<file path="config.mk">
export PLATFORM = sky130hd
export DESIGN_NAME = halt_load_ctrl
export DESIGN_NICKNAME = d
export VERILOG_FILES = /design/src/rtl/ldh_pkg.sv /design/src/rtl/ldh_ctl.sv /design/src/rtl/ldh_dp.sv /design/src/rtl/halt_load_ctrl.sv
export SDC_FILE = /design/constraint.sdc
export NUM_CORES = 1
export LEC_CHECK = 0
export BUFFER_PORTS_ARGS = -buffer_cell sky130_fd_sc_hd__buf_2
export CAP_MARGIN = 30
export CORE_MARGIN = 3
export CORE_UTILIZATION = 30
export CTS_CLUSTER_DIAMETER = 150
export DETAILED_ROUTE_END_ITERATION = 10
export GPL_TIMING_DRIVEN = 1
export RECOVER_POWER = 25
export SLEW_MARGIN = 20
export SYNTH_ARGS = -nofsm -noshare
export SYNTH_HDL_FRONTEND = slang
export SYNTH_HIERARCHICAL = 1
export SYNTH_SLANG_ARGS = --single-unit
</file>
<file path="constraint.sdc">
create_clock -name clk -period 2.5 [get_ports clk]
set_clock_uncertainty 0.1 [all_clocks]
set_input_delay 0.125 -clock clk [delete_from_list [all_inputs] [get_ports clk]]
set_output_delay 0.125 -clock clk [all_outputs]
set_load 0.02 [all_outputs]
</file>
<file path="src/rtl/ldh_pkg.sv">
package ldh_pkg;
  localparam int OP_W = 8;
  localparam int IR_W = OP_W + 1;

  typedef enum logic [1:0] {
    LD_WAIT,
    LD_LOADED,
    LD_EXEC,
    LD_MICRO
  } ldState_t;

  // strobes from control to datapath
  typedef struct packed {
    logic loadIr;
    logic irqEntry;
    logic nmiEntry;
  } ldStrobe_t;
endpackage

</file>
<file path="src/rtl/ldh_ctl.sv">
module ldh_ctl
  import ldh_pkg::*;
(
  input  logic      clk,
  input  logic      rstN,
  input  logic      qValid,
  input  logic      intReq,
  input  logic      nmiReq,
  input  logic      execDone,
  input  logic      decHalt,
  input  logic      dec1bl,
  input  logic      decInt,
  output logic      qTake,
  output logic      intAck,
  output logic      nmiAck,
  output logic      uStart,
  output ldStrobe_t stb
);
  ldState_t state, stateNext;
  logic irqPend, inWait, firstClock, needMicro;

  always_comb begin
    irqPend    = intReq | nmiReq;
    inWait     = (state == LD_WAIT);
    // a pending request overrides the blocked queue
    firstClock = inWait & (irqPend | (qValid & ~decHalt));
    qTake      = firstClock & ~irqPend;
    nmiAck     = inWait & nmiReq;
    intAck     = inWait & intReq & ~nmiReq;
    stb.loadIr   = firstClock;
    stb.irqEntry = inWait & irqPend;
    stb.nmiEntry = inWait & nmiReq;
    needMicro  = decInt | (~decHalt & ~dec1bl);
    uStart     = (state == LD_EXEC) & needMicro;
  end

  always_comb begin
    stateNext = state;
    unique case (state)
      LD_WAIT:   if (firstClock) stateNext = LD_LOADED;
      LD_LOADED: stateNext = LD_EXEC;
      LD_EXEC:   stateNext = needMicro ? LD_MICRO : LD_WAIT;
      LD_MICRO:  if (execDone) stateNext = LD_WAIT;
      default:   stateNext = LD_WAIT;
    endcase
  end

  always_ff @(posedge clk) begin
    if (!rstN) state <= LD_WAIT;
    else       state <= stateNext;
  end

  AST_NO_TAKE_HALTED: assert property (@(posedge clk) disable iff (!rstN)
    decHalt |-> !qTake);
  AST_HALT_NO_USTART: assert property (@(posedge clk) disable iff (!rstN)
    decHalt |-> !uStart);
  AST_ACK_EXCL: assert property (@(posedge clk) disable iff (!rstN)
    $onehot0({qTake, intAck, nmiAck}));
  AST_MICRO_NO_ACK: assert property (@(posedge clk) disable iff (!rstN)
    (state == LD_MICRO) |-> !(intAck || nmiAck || qTake));
endmodule

</file>
<file path="src/rtl/ldh_dp.sv">
module ldh_dp
  import ldh_pkg::*;
#(
  parameter int          UA_W      = 12,
  parameter logic [7:0]  HALT_OP   = 8'hF4,
  parameter logic [7:0]  RESET_OP  = 8'h90,
  parameter logic [UA_W-1:0] INT_ENTRY = 12'h001,
  parameter logic [UA_W-1:0] NMI_ENTRY = 12'h002
) (
  input  logic            clk,
  input  logic            rstN,
  input  logic [OP_W-1:0] qByte,
  input  ldStrobe_t       stb,
  output logic            decHalt,
  output logic            dec1bl,
  output logic            decInt,
  output logic [UA_W-1:0] uAddr
);
  localparam int UA_PAD = UA_W - OP_W;

  logic [IR_W-1:0] ir, irDec;
  logic            nmiSel, loadedLast;
  logic [OP_W-1:0] op;

  function automatic logic isLogicOp(input logic [OP_W-1:0] o);
    return (o == HALT_OP) || (o == 8'hF5) || (o >= 8'hF8 && o <= 8'hFD);
  endfunction

  always_ff @(posedge clk) begin
    if (!rstN) begin
      ir         <= {1'b0, RESET_OP};
      irDec      <= {1'b0, RESET_OP};
      nmiSel     <= 1'b0;
      loadedLast <= 1'b0;
    end else begin
      if (stb.loadIr) begin
        ir     <= stb.irqEntry ? {1'b1, {OP_W{1'b0}}} : {1'b0, qByte};
        nmiSel <= stb.nmiEntry;
      end
      irDec      <= ir;  // one clock to reach decode
      loadedLast <= stb.loadIr;
    end
  end

  always_comb begin
    decInt  = irDec[IR_W-1];
    op      = irDec[OP_W-1:0];
    decHalt = ~decInt & (op == HALT_OP);
    dec1bl  = ~decInt & isLogicOp(op);
    if (decInt) uAddr = nmiSel ? NMI_ENTRY : INT_ENTRY;
    else        uAddr = {op, {UA_PAD{1'b0}}};
  end

  AST_HALT_STICKY: assert property (@(posedge clk) disable iff (!rstN)
    (decHalt && !stb.loadIr && !loadedLast) |=> decHalt);
  AST_INT_CLEARS_HALT: assert property (@(posedge clk) disable iff (!rstN)
    (loadedLast && ir[IR_W-1]) |=> !decHalt);
endmodule

</file>
<file path="src/rtl/halt_load_ctrl.sv">
module halt_load_ctrl
  import ldh_pkg::*;
#(
  parameter int UA_W = 12,
  parameter logic [UA_W-1:0] INT_ENTRY = 12'h001,
  parameter logic [UA_W-1:0] NMI_ENTRY = 12'h002
) (
  input  logic            clk,
  input  logic            rstN,
  input  logic            qValid,
  input  logic [7:0]      qByte,
  output logic            qTake,
  input  logic            intReq,
  input  logic            nmiReq,
  output logic            intAck,
  output logic            nmiAck,
  input  logic            execDone,
  output logic            halted,
  output logic            oneByteLogic,
  output logic            uStart,
  output logic [UA_W-1:0] uAddr
);
  ldStrobe_t stb;
  logic decHalt, dec1bl, decInt;

  ldh_ctl u_ctl (
    .clk(clk), .rstN(rstN), .qValid(qValid), .intReq(intReq), .nmiReq(nmiReq),
    .execDone(execDone), .decHalt(decHalt), .dec1bl(dec1bl), .decInt(decInt),
    .qTake(qTake), .intAck(intAck), .nmiAck(nmiAck), .uStart(uStart), .stb(stb)
  );

  ldh_dp #(.UA_W(UA_W), .INT_ENTRY(INT_ENTRY), .NMI_ENTRY(NMI_ENTRY)) u_dp (
    .clk(clk), .rstN(rstN), .qByte(qByte), .stb(stb),
    .decHalt(decHalt), .dec1bl(dec1bl), .decInt(decInt), .uAddr(uAddr)
  );

  assign halted       = decHalt;
  assign oneByteLogic = dec1bl;
endmodule

</file>
# [After elaboration in Yosys (flattened, before gate mapping)]
# Index checks and enable logic that the tools add are counted.
[op_classes] n_div=0 muxes=7 eq_ne=7 bitwise=19 magnitude_cmp=2 add_sub_neg=0 mul=0 shift=0 reduce_logical=5
[ops] cell="$eq 8x8->1 const B" n=2
[ops] cell="$mux 12" n=1
[ops] cell="$and 1x1->1" n=11
[ops] cell="$mux 9" n=1
[ops] cell="$ge 8x8->1 const B" n=1
[ops] cell="$le 8x8->1 const B" n=1
[ops] cell="$mux 2" n=4
[ops] cell="$pmux 2 s4" n=1
[ops] cell="$not 1->1" n=5
[ops] cell="$eq 2x2->1 const B" n=2
[ops] cell="$ne 2x2->1 const B" n=2
[ops] cell="$or 1x1->1" n=3
[ops] cell="$eq 2x1->1 const B" n=1
[ops] cell="$logic_not 2->1" n=1
[ops] cell="$logic_or 1x1->1" n=2
[ops] cell="$reduce_and 2->1" n=1
[ops] cell="$logic_and 1x1->1" n=1
[word_totals] latch_bits=0 n_memories=0 ff_bits=21 inputBits=14 ramBits=0 romBits=0 output_inout_bits=18

# [Longest topological paths before layout]
# Gate-level depths: netlist (run 1).
[logic_depth] word_depth=9 mapped_depth=9 ltp_nobuf=6

# [Cells and area by module]
# The synthesis (run 1) kept the hierarchy.
[by_module_without_submodules] mod="ldh_dp" area_per_inst_um2=782.0 n_inst=1 seq_area_each_um2=380.4 cells_each=79
[by_module_without_submodules] mod="ldh_ctl" area_per_inst_um2=163.9 n_inst=1 seq_area_each_um2=40.0 cells_each=17

# [Worst setup path after synthesis (run 1)]
# No wires, ideal clock.
[synth_timing] path_type="reg-to-reg" start="reg u_dp.irDec[0]" end="reg u_dp.ir[4]" period_less_slack_ns=2.256 t_required_ns=2.269 n_path_buf=3 slack_ns=0.244 stages_incl_launch_ff=10 arrival_time_ns=2.024 path_cell_list="dfxtp_1 or4b_4 nor3_2 nand2b_4 a211oi_1 buf_4 buf_2 buf_2 nand3b_1 nand3_1"
[synth_via] elab_chain_cells=6
[synth_lines] element="start, declared" line="ldh_dp.sv:21" source="logic [IR_W-1:0] ir, irDec;"
[synth_lines] element="start signal, assigned" line="ldh_dp.sv:32" source="irDec <= {1'b0, RESET_OP};"
[synth_lines] element="start signal, assigned" line="ldh_dp.sv:40" source="irDec <= ir;"
[synth_lines] element="$eq 8x8->1" line="ldh_dp.sv:48" source="decHalt = ~decInt & (op == HALT_OP);"
[synth_lines] element="$and 1x1->1" line="ldh_dp.sv:48"
[synth_lines] element="net halted" line="halt_load_ctrl.sv:18" source="output logic halted,"
[synth_lines] element="$not 1->1" line="ldh_ctl.sv:26" source="firstClock = inWait & (irqPend | (qValid & ~decHalt));"
[synth_lines] element="$and 1x1->1" line="ldh_ctl.sv:26"
[synth_lines] element="$or 1x1->1" line="ldh_ctl.sv:26"
[synth_lines] element="$and 1x1->1" line="ldh_ctl.sv:26"
[synth_lines] element="net u_ctl.firstClock" line="ldh_ctl.sv:20" source="logic irqPend, inWait, firstClock, needMicro;"
[synth_lines] element="end signal, assigned" line="ldh_dp.sv:31" source="ir <= {1'b0, RESET_OP};"
[synth_lines] element="end signal, assigned" line="ldh_dp.sv:37" source="ir <= stb.irqEntry ? {1'b1, {OP_W{1'b0}}} : {1'b0, qByte};"
[synth_lines] element="end, declared" line="ldh_dp.sv:21"
# The timed path passes the listed nets, and every way through them passes these cells.
# A chain may end at the register's enable or synchronous reset.

==> results.sh, run 1 <==
export IMPL_tightest_slew_ns=0.697
export IMPL_hold_class="primary input to flip-flop"
export IMPL_maxSlewHeadroom_pct=53.5
export IMPL_root_buffer="clkbuf_4"
export IMPL_crit_path_max_incr_delay_ns=0.62
export IMPL_synthArstFlopShare_pct=0
export IMPL_cts_setup_buffers=0
export IMPL_htreeDepth=1
export IMPL_finalCritPeriodShare_pct=81.4
export IMPL_place_hpwl_um=1440
export IMPL_cts_hold_buf=8
export IMPL_path_class="flip-flop to flip-flop"
export IMPL_outcome="finished clean"
export IMPL_numPortBuffers=29
export IMPL_cts_clk_slew_worst_paths_ns=0.11
export IMPL_die_w_um=62.2
export IMPL_power_switching_w=0.000225
export IMPL_swShare_pct=29.7
export IMPL_avgSynthCellArea_um2=9.85
export IMPL_drc_errors=0
export IMPL_cp_start_kind="flip-flop"
export IMPL_netlist_area_um2=946
export IMPL_setup_viol=0
export IMPL_area_growth_pct=31.0
export IMPL_max_cap_violations=0
export IMPL_power_density_nw_per_um2=612
export IMPL_fin_area_um2=1240
export IMPL_dr_pass1_iters=2
export IMPL_cts_inserted_buffers=3
export IMPL_cp_slowest_cell="a211oi_2"
export IMPL_r2r_slack_ns=0.46
export IMPL_cts_tree="done"
export IMPL_r2r_start="u_dp/irDec[2]$_SDFF_PN0_"
export IMPL_post_dp_cell_area_um2=1130
export IMPL_clock_latency_ns=0.29
export IMPL_overflow=0
export IMPL_ys_seq_elements=21
export IMPL_r2r_end="u_dp/ir[7]$_SDFFE_PN1P_"
export IMPL_startpoint="u_dp/irDec[2]$_SDFF_PN0_"
export IMPL_drv_slew=0
export IMPL_rsz0062_at_grt="false"
export IMPL_cp_endpoint="u_dp/ir[7]$_SDFFE_PN1P_"
export IMPL_die_height_um=62.2
export IMPL_gp_congestion=0.650
export IMPL_internal_power_w=0.000533
export IMPL_end_kind="flip-flop"
export IMPL_cts_repair_resize_count=0
export IMPL_fmax_mhz=491
export IMPL_grt_max_degree=22
export IMPL_synth_area_leaders="dfxtp_1, nand2b_1, nor2b_1"
export IMPL_p_leak_nw=0.539
export IMPL_synth_commonest_cells="dfxtp_1, nand2b_1, nor2b_1"
export IMPL_fin_crit_ns=2.04
export IMPL_die_area_um2=3860
export IMPL_hold_viol_final=0
export IMPL_worstPathMaxFanout=11
export IMPL_routed_via_count=765
export IMPL_post_drt_wl_per_cell_um=11.1
export IMPL_drive_above_1_share_pct=31.3
export IMPL_yosysMostFrequentCell="dfxtp_1"
export IMPL_nFillCells=303
export IMPL_synth_seq_area_share_pct=44.4
export IMPL_yosys_area_top_type="dfxtp_1"
export IMPL_drtIter0Drc=13
export IMPL_synthCells=96
export IMPL_n_antenna_cell=0
export IMPL_r2r_cells=7
export IMPL_num_rows=19
export IMPL_initial_utilization_pct=32.9
export IMPL_pin_count=32
export IMPL_fin_nets=149
export IMPL_post_route_util_pct=43.1
export IMPL_clockBufferDepth=2
export IMPL_postRouteAntennaNets=0
export IMPL_setup_tns_ns=0
export IMPL_arrival_ns=2.11
export IMPL_antenna_found_initial=0
export IMPL_vias_per_cell=4.35
export IMPL_ir_worst_vdd_v=0.000290
export IMPL_grt_pass1_vias=738
export IMPL_crit_chain="or4b_4 > nor3_2 > nand2b_4 > a211oi_2 > buf_4 > nand2b_1 > nand3_1"
export IMPL_yosysUniqueCellTypes=27
export IMPL_track_usage_pct=10.2
export IMPL_pwr_share_seq_pct=52.0
export IMPL_routed_wl_um=1950
export IMPL_comb_power_share_pct=27.3
export IMPL_core_um2=2880
export IMPL_clkPwrFrac_pct=20.6
export IMPL_hold_ws_ns=0.0536
export IMPL_ys_flop_type="dfxtp_1"
export IMPL_synth_top_area_share_pct=44.4
export IMPL_min_delay_start="rstN"
export IMPL_grt_pass1_wl_um=3240
export IMPL_cts_sinks=21
export IMPL_yosysWarnings=6
export IMPL_cp_required_ns=2.58
export IMPL_synth_edf_count=0
==> cell families after synthesis <==
family	share of synthesized area, %
compound gates	9.66
buf+inv	5.03
flops	44.4
mux	2.12
other cells	0.396
simple gates	38.4
==> critical path: cells and delay by family (launching register included) <==
kind            cells  cell delay, ns
compound gates      1            0.62
buf+inv             1            0.28
flops               1            0.34
simple gates        5            0.57
==> flip-flops by register name, summed over array words and instances (netlist names) <==
signal	count
u_dp/irDec	9
u_dp/ir	9
u_ctl/state	2
u_dp/nmiSel	1
==> placed cells by master, fill, tap and decap left out, types with 2 or more instances in the layout <==
master / n
clkbuf_4: 3
buf_4: 3
a21boi_1: 6
dlygate4sd3_1: 8
dfxtp_1: 21
buf_2: 29
nand2b_1: 13
nand3b_1: 8
nor2b_1: 10
and2_0: 2
and2_1: 6
nand3_1: 3
mux2i_1: 2
conb_1: 2
nor4b_1: 2
==> layer usage <==
layer | part of all wire, % | GRT usage [%]
met1 | 48 | 12.3
met2 | 45 | 16.5
met3 | 6.0 | 2.70
met4 | 0.46 | 4.97
met5 | 0 | 0
==> power by group through the flow <==
stage	clock, W	sequential, W	combinational (W)
after global placement	0	0.000401	0.000190
after detailed placement	0	0.000402	0.000199
after floorplan	0	0.000397	0.000147
final	0.000156	0.000394	0.000207
after global routing	0.000181	0.000401	0.000226
after CTS	0.000166	0.000395	0.000209
==> per-stage QoR <==
step / power, W / setup WS [ns] / instances
2_1_floorplan: 0.000544 / 0.244 / 97
3_3_place_gp: 0.000590 / 0.386 / 163
3_5_place_dp: 0.000601 / 0.473 / 164
4_1_cts: 0.000770 / 0.463 / 176
5_1_grt: 0.000807 / 0.343 / 176
6_report: 0.000758 / 0.465 / 176
==> worst min path at each step <==
| stage | end | cells past startpoint |
|---|---|---|
| 2_1_floorplan | u_dp/irDec[4]$_SDFF_PN1_ | 1 |
| 3_3_place_gp | u_dp/ir[7]$_SDFFE_PN1P_ | 3 |
| 3_5_place_dp | u_dp/ir[4]$_SDFFE_PN1P_ | 3 |
| 4_1_cts | u_dp/ir[4]$_SDFFE_PN1P_ | 2 |
| 5_1_grt | u_ctl/state[1]$_SDFFE_PN0P_ | 3 |
| 6_report | u_dp/ir[4]$_SDFFE_PN1P_ | 2 |
==> area by class of cell <==
type / count / area, µm² / share of cell area [%]
inverters: 1 / 3.75 / 0.303
well taps: 42 / 52.6 / 4.24
clock inverters: 1 / 5.00 / 0.404
flip-flops and latches: 21 / 420 / 33.9
repair buffers: 40 / 248 / 20.0
multi-input cells: 68 / 487 / 39.3
clock buffers: 3 / 22.5 / 1.82
Note: power is estimated with default switching activity, not from simulation.
==> run 2, diff against run 1 <==
- ABC_AREA: not set -> 1
- clock period: 2.5 -> 1.9 ns (I/O delays scaled with it)
==> run 2 against run 1 <==
Net effect:
- count of clock-buffer cells in the layout is the same
- first-iteration DRC count grew 38%
- highest routed layer unchanged
- via count grew 8.2%
- area after synthesis shrank 4.8%
- synthesized cell count grew 32%
- sequential cell count is the same
==> results.sh, run 2 <==
export IMPL_outcome="finished clean"
export IMPL_synth_seq_area_share_pct=46.7
export IMPL_power_density_nw_per_um2=838
export IMPL_vias_per_cell=4.27
export IMPL_r2r_cells=13
export IMPL_netlist_area_um2=901
export IMPL_cts_sinks=21
export IMPL_place_hpwl_um=1460
export IMPL_dr_pass1_iters=4
export IMPL_post_route_util_pct=41.3
export IMPL_hold_ws_ns=0.0572
export IMPL_n_antenna_cell=0
export IMPL_setup_tns_ns=0
export IMPL_synth_commonest_cells="inv_1, dfxtp_1, nand2_1, nor2_1, nand3_1"
export IMPL_hold_viol_final=0
export IMPL_layout_commonest_cell="buf_2"
export IMPL_postRouteAntennaNets=0
export IMPL_synth_top_area_share_pct=46.7
export IMPL_drive_above_1_share_pct=27.0
export IMPL_grt_pass1_vias=768
export IMPL_die_height_um=60.8
export IMPL_nFillCells=298
export IMPL_hold_class="primary input to flip-flop"
export IMPL_p_leak_nw=0.642
export IMPL_setup_viol=0
export IMPL_synth_area_leaders="dfxtp_1, inv_1, nand2_1"
export IMPL_cts_tree="done"
export IMPL_max_cap_violations=0
export IMPL_avgSynthCellArea_um2=7.09
export IMPL_yosysWarnings=6
export IMPL_num_rows=19
export IMPL_initial_utilization_pct=32.1
export IMPL_arrival_ns=1.73
export IMPL_antenna_found_initial=0
export IMPL_clockBufferDepth=2
export IMPL_reg_largest_list="u_dp/irDec (9), u_dp/ir (9), u_ctl/state (2)"
export IMPL_die_w_um=60.8
export IMPL_htreeDepth=1
export IMPL_drtIter0Drc=18
export IMPL_min_delay_start="execDone"
export IMPL_r2r_end="u_dp/ir[0]$_SDFFE_PN0P_"
export IMPL_ir_worst_vdd_v=0.000291
export IMPL_routed_via_count=828
export IMPL_rsz0062_at_grt="false"
export IMPL_track_usage_pct=10.8
export IMPL_core_um2=2810
export IMPL_post_drt_wl_per_cell_um=9.17
export IMPL_cts_inserted_buffers=3
export IMPL_cp_start_kind="flip-flop"
export IMPL_clock_latency_ns=0.29
export IMPL_mostFrequentLayoutCells="buf_2, inv_1, dfxtp_1, nand2_1, nor2_1"
export IMPL_setup_ws_ns=0.250
export IMPL_die_area_um2=3700
export IMPL_p_total_w=0.000970
export IMPL_yosys_area_top_type="dfxtp_1"
export IMPL_path_class="flip-flop to flip-flop"
export IMPL_drc_errors=0
export IMPL_yosysMostFrequentCell="inv_1"
export IMPL_fin_nets=178
export IMPL_worstPathMaxFanout=9
export IMPL_synthArstFlopShare_pct=0
export IMPL_overflow=0
export IMPL_routed_wl_um=1780
export IMPL_fin_crit_ns=1.65
export IMPL_r2r_slack_ns=0.25
export IMPL_drv_slew=0
export IMPL_dp_slack_ns=0.221
export IMPL_yosysUniqueCellTypes=20
export IMPL_finalCritPeriodShare_pct=86.9
export IMPL_numPortBuffers=29
export IMPL_r2r_start="u_dp/irDec[5]$_SDFF_PN0_"
export IMPL_pin_count=32
export IMPL_cts_clk_slew_worst_paths_ns=0.11
export IMPL_grt_pass1_wl_um=3020
export IMPL_synth_edf_count=0
export IMPL_ys_seq_elements=21
export IMPL_worstHoldPathCells=4
export IMPL_cp_required_ns=1.98
export IMPL_synthCells=127
export IMPL_root_buffer="clkbuf_4"
export IMPL_area_growth_pct=28.6
export IMPL_grt_max_degree=19
export IMPL_ys_flop_type="dfxtp_1"
export IMPL_gp_congestion=0.817
export IMPL_end_kind="flip-flop"
export IMPL_min_to="u_ctl/state[1]$_SDFFE_PN0P_"
export IMPL_fmax_mhz=606
## run 2: per-layer routing
layer	up-vias	GRT usage [%]	wire [µm]
met5	-	0	0
met3	2	1.91	93
li1	446	-	-
met4	0	4.64	19
met2	19	18.8	875
met1	361	13.0	791
## run 2: through the flow
stage / area, µm² / instances
6_report: 1160 / 194
3_5_place_dp: 1050 / 182
5_1_grt: 1160 / 194
2_1_floorplan: 905 / 128
3_3_place_gp: 1050 / 182
4_1_cts: 1160 / 194
## run 2: repair_timing
| action | CTS | global route |
|---|---|---|
| setup buffers | 0 | 0 |
| setup endpoints to repair | 0 | 5 |
| hold buffers | 8 | 0 |
| endpoints found under the hold margin | 8 | 0 |
| gates resized for setup | 0 | 1 |
## run 2: worst max-delay path by stage
stage	depth (start not counted)	slack, ns	startpoint	endpoint
2_1_floorplan	14	0.02	u_dp/irDec[8]$_SDFF_PN0_	u_dp/ir[0]$_SDFFE_PN0P_
3_3_place_gp	13	0.29	u_dp/irDec[5]$_SDFF_PN0_	u_dp/ir[0]$_SDFFE_PN0P_
3_5_place_dp	13	0.22	u_dp/irDec[5]$_SDFF_PN0_	u_dp/ir[2]$_SDFFE_PN0P_
4_1_cts	13	0.19	u_dp/irDec[5]$_SDFF_PN0_	u_dp/ir[2]$_SDFFE_PN0P_
5_1_grt	13	0.02	u_dp/irDec[7]$_SDFF_PN1_	u_dp/ir[1]$_SDFFE_PN0P_
6_report	13	0.25	u_dp/irDec[5]$_SDFF_PN0_	u_dp/ir[0]$_SDFFE_PN0P_
## run 2: kinds of logic after synthesis
logic type,share of synthesized area (%)
AOI/OAI and AO/OA,8.33
buffers and inverters,16.5
and+or+nand+nor,28.1
DFF,46.7
other,0.416
## run 2: critical path, stage by stage, from the launching register on
cell,delay [ns]
dfxtp_1,0.37
nand2_1,0.06
nor2_1,0.10
nand2_1,0.07
nor2_2,0.12
inv_1,0.05
nand2_1,0.05
nand2_1,0.05
nand2_2,0.08
inv_1,0.13
inv_2,0.13
nor2_4,0.07
nand3_1,0.08
o21ai_0,0.09
## run 2: report_power, final
part           internal, W  total, W  switching [W]  leakage, nW
logic            0.0000900  0.000248       0.000158        0.452
clock network    0.0000782  0.000204       0.000126       0.0177
registers         0.000491  0.000518      0.0000272        0.172
total             0.000659  0.000970       0.000311        0.642
## run 2: final cells by class
cell class,count,area (µm²),share of cell area (%)
Clock inverter,1,5.00,0.432
Timing Repair Buffer,38,233,20.1
Clock buffer,3,22.5,1.94
Sequential cell,21,420,36.3
Multi-Input combinational cell,73,338,29.2
Tap cell,31,38.8,3.35
Inverter,27,101,8.75
==> run 3, diff against run 2 <==
- GPL_ROUTABILITY_DRIVEN: not set -> 0
- PLACE_DENSITY: not set -> 0.55
==> run 3 against run 2 <==
Net effect:
- highest routed layer unchanged
- die area unchanged
- design area rose by 2.3%
- sequential cell count unchanged
- fmax is 2.3% lower
- sequential power about the same
- wire length grew 1.9%
- register-to-register slack worse by 0.04 ns
- combinational power rose by 10%
- count of clock-buffer cells in the layout unchanged
==> results.sh, run 3 (synthesis gave the netlist of run 2 again) <==
export IMPL_grt_pass1_vias=751
export IMPL_grt_pass1_wl_um=3160
export IMPL_arrival_ns=1.78
export IMPL_dp_slack_ns=0.213
export IMPL_initial_utilization_pct=32.1
export IMPL_stdcell_count=197
export IMPL_worstPathMaxFanout=9
export IMPL_die_height_um=60.8
export IMPL_grt_use_met3_pct=1.91
export IMPL_cp_start_kind="flip-flop"
export IMPL_rsz0062_at_grt="false"
export IMPL_setup_ws_ns=0.211
export IMPL_power_density_nw_per_um2=840
export IMPL_setup_tns_ns=0
export IMPL_nFillCells=304
export IMPL_grt_max_degree=19
export IMPL_place_hpwl_um=1460
export IMPL_cp_required_ns=1.99
export IMPL_pin_count=32
export IMPL_hold_class="primary input to flip-flop"
export IMPL_mostFrequentLayoutCells="buf_2, inv_1, dfxtp_1, nand2_1, nor2_1"
export IMPL_path_class="flip-flop to flip-flop"
export IMPL_cts_tree="done"
export IMPL_setup_viol=0
export IMPL_layout_commonest_cell="buf_2"
export IMPL_routed_via_count=838
export IMPL_post_drt_wl_per_cell_um=9.20
export IMPL_drc_errors=0
export IMPL_ir_worst_vdd_v=0.000346
export IMPL_core_um2=2810
export IMPL_area_growth_pct=31.5
export IMPL_hold_viol_final=0
export IMPL_dp_cells=182
export IMPL_reg_largest_list="u_dp/irDec (9), u_dp/ir (9), u_ctl/state (2)"
export IMPL_fmax_mhz=592
export IMPL_grt_use_met2_pct=18.8
export IMPL_max_cap_violations=0
export IMPL_finalCritPeriodShare_pct=88.9
export IMPL_drtIter0Drc=17
export IMPL_dr_pass1_iters=4
export IMPL_n_antenna_cell=0
export IMPL_cts_clk_slew_worst_paths_ns=0.12
export IMPL_htreeDepth=1
export IMPL_track_usage_pct=11.5
export IMPL_numPortBuffers=29
export IMPL_root_buffer="clkbuf_4"
export IMPL_drv_slew=0
export IMPL_grt_busiest_layer="met2"
export IMPL_routed_wl_um=1810
export IMPL_cts_inserted_buffers=3
export IMPL_postRouteAntennaNets=0
export IMPL_die_area_um2=3700
export IMPL_p_leak_nw=0.651
export IMPL_r2r_start="u_dp/irDec[5]$_SDFF_PN0_"
export IMPL_outcome="finished clean"
export IMPL_drive_above_1_share_pct=28.9
export IMPL_fin_crit_ns=1.69
export IMPL_fin_nets=181
export IMPL_clockBufferDepth=2
export IMPL_overflow=0
export IMPL_min_delay_start="rstN"
export IMPL_die_w_um=60.8
export IMPL_grtUsageMet1_pct=14.7
export IMPL_cts_sinks=21
export IMPL_num_rows=19
export IMPL_antenna_found_initial=0
export IMPL_vias_per_cell=4.25
export IMPL_clock_latency_ns=0.30
export IMPL_startpoint="u_dp/irDec[5]$_SDFF_PN0_"
export IMPL_end_kind="flip-flop"
run 3: area by class of cell:
| type | count | area, µm² | share of cell area (%) |
|---|---|---|---|
| Clock inverter | 1 | 5.00 | 0.422 |
| Inverter | 27 | 105 | 8.87 |
| Timing Repair Buffer | 41 | 255 | 21.5 |
| Tap cell | 31 | 38.8 | 3.27 |
| Sequential cell | 21 | 420 | 35.5 |
| Multi-Input combinational cell | 73 | 338 | 28.5 |
| Clock buffer | 3 | 22.5 | 1.90 |
run 3: worst max-delay path, stage by stage, from the launching register on:
cell and delay [ns]:
dfxtp_1 0.37, nand2_1 0.06, nor2_1 0.10, nand2_1 0.07, nor2_2 0.13, inv_1 0.05
nand2_1 0.05, nand2_1 0.06, nand2_2 0.10, clkinvlp_4 0.15, inv_2 0.12, nor2_4 0.07
nand3_1 0.08, o21ai_0 0.09
run 3: stage by stage:
| stage | total power, W | util, % | instance area [µm²] | hold slack, ns |
|---|---|---|---|---|
| finish | 0.000995 | 42.2 | 1180 | 0.0626 |
| global route | 0.00107 | 42.2 | 1180 | 0.0695 |
| detailed placement | 0.000765 | 37.4 | 1050 | 0.201 |
| global placement | 0.000761 | 37.4 | 1050 | 0.210 |
| floorplan | 0.000705 | - | 905 | 0.0926 |
| CTS | 0.000987 | 41.2 | 1160 | 0.0429 |
run 3: timing repair:
item | CTS | global route
buffers inserted | 0 | 3
hold buffers | 8 | 0
resized for setup | 0 | 2
setup endpoints to repair | 0 | 4
hold endpoints to repair | 8 | 0
run 3: path summary, 6_finish.rpt:
path / depth (start not counted) / slack (ns) / endpoint
worst min-delay path: 3 / 0.06 / u_dp/irDec[8]$_SDFF_PN0_
worst max-delay path: 13 / 0.21 / u_dp/ir[0]$_SDFFE_PN0P_
worst min register to register: 2 / 0.34 / u_dp/irDec[8]$_SDFF_PN0_
worst max register to register: 13 / 0.21 / u_dp/ir[0]$_SDFFE_PN0P_
run 3: routing by layer:
metal  up-vias  share of wire, %
li1        455                 -
met1       365                49
met2        16                46
met3         2               4.7
met4         0              0.72
met5         -                 0
run 3: where the power goes:
group	total (W)	switching, W	internal [W]
sequential	0.000518	0.0000271	0.000491
combinational	0.000273	0.000165	0.000108
clock	0.000205	0.000126	0.0000782
total	0.000995	0.000318	0.000677
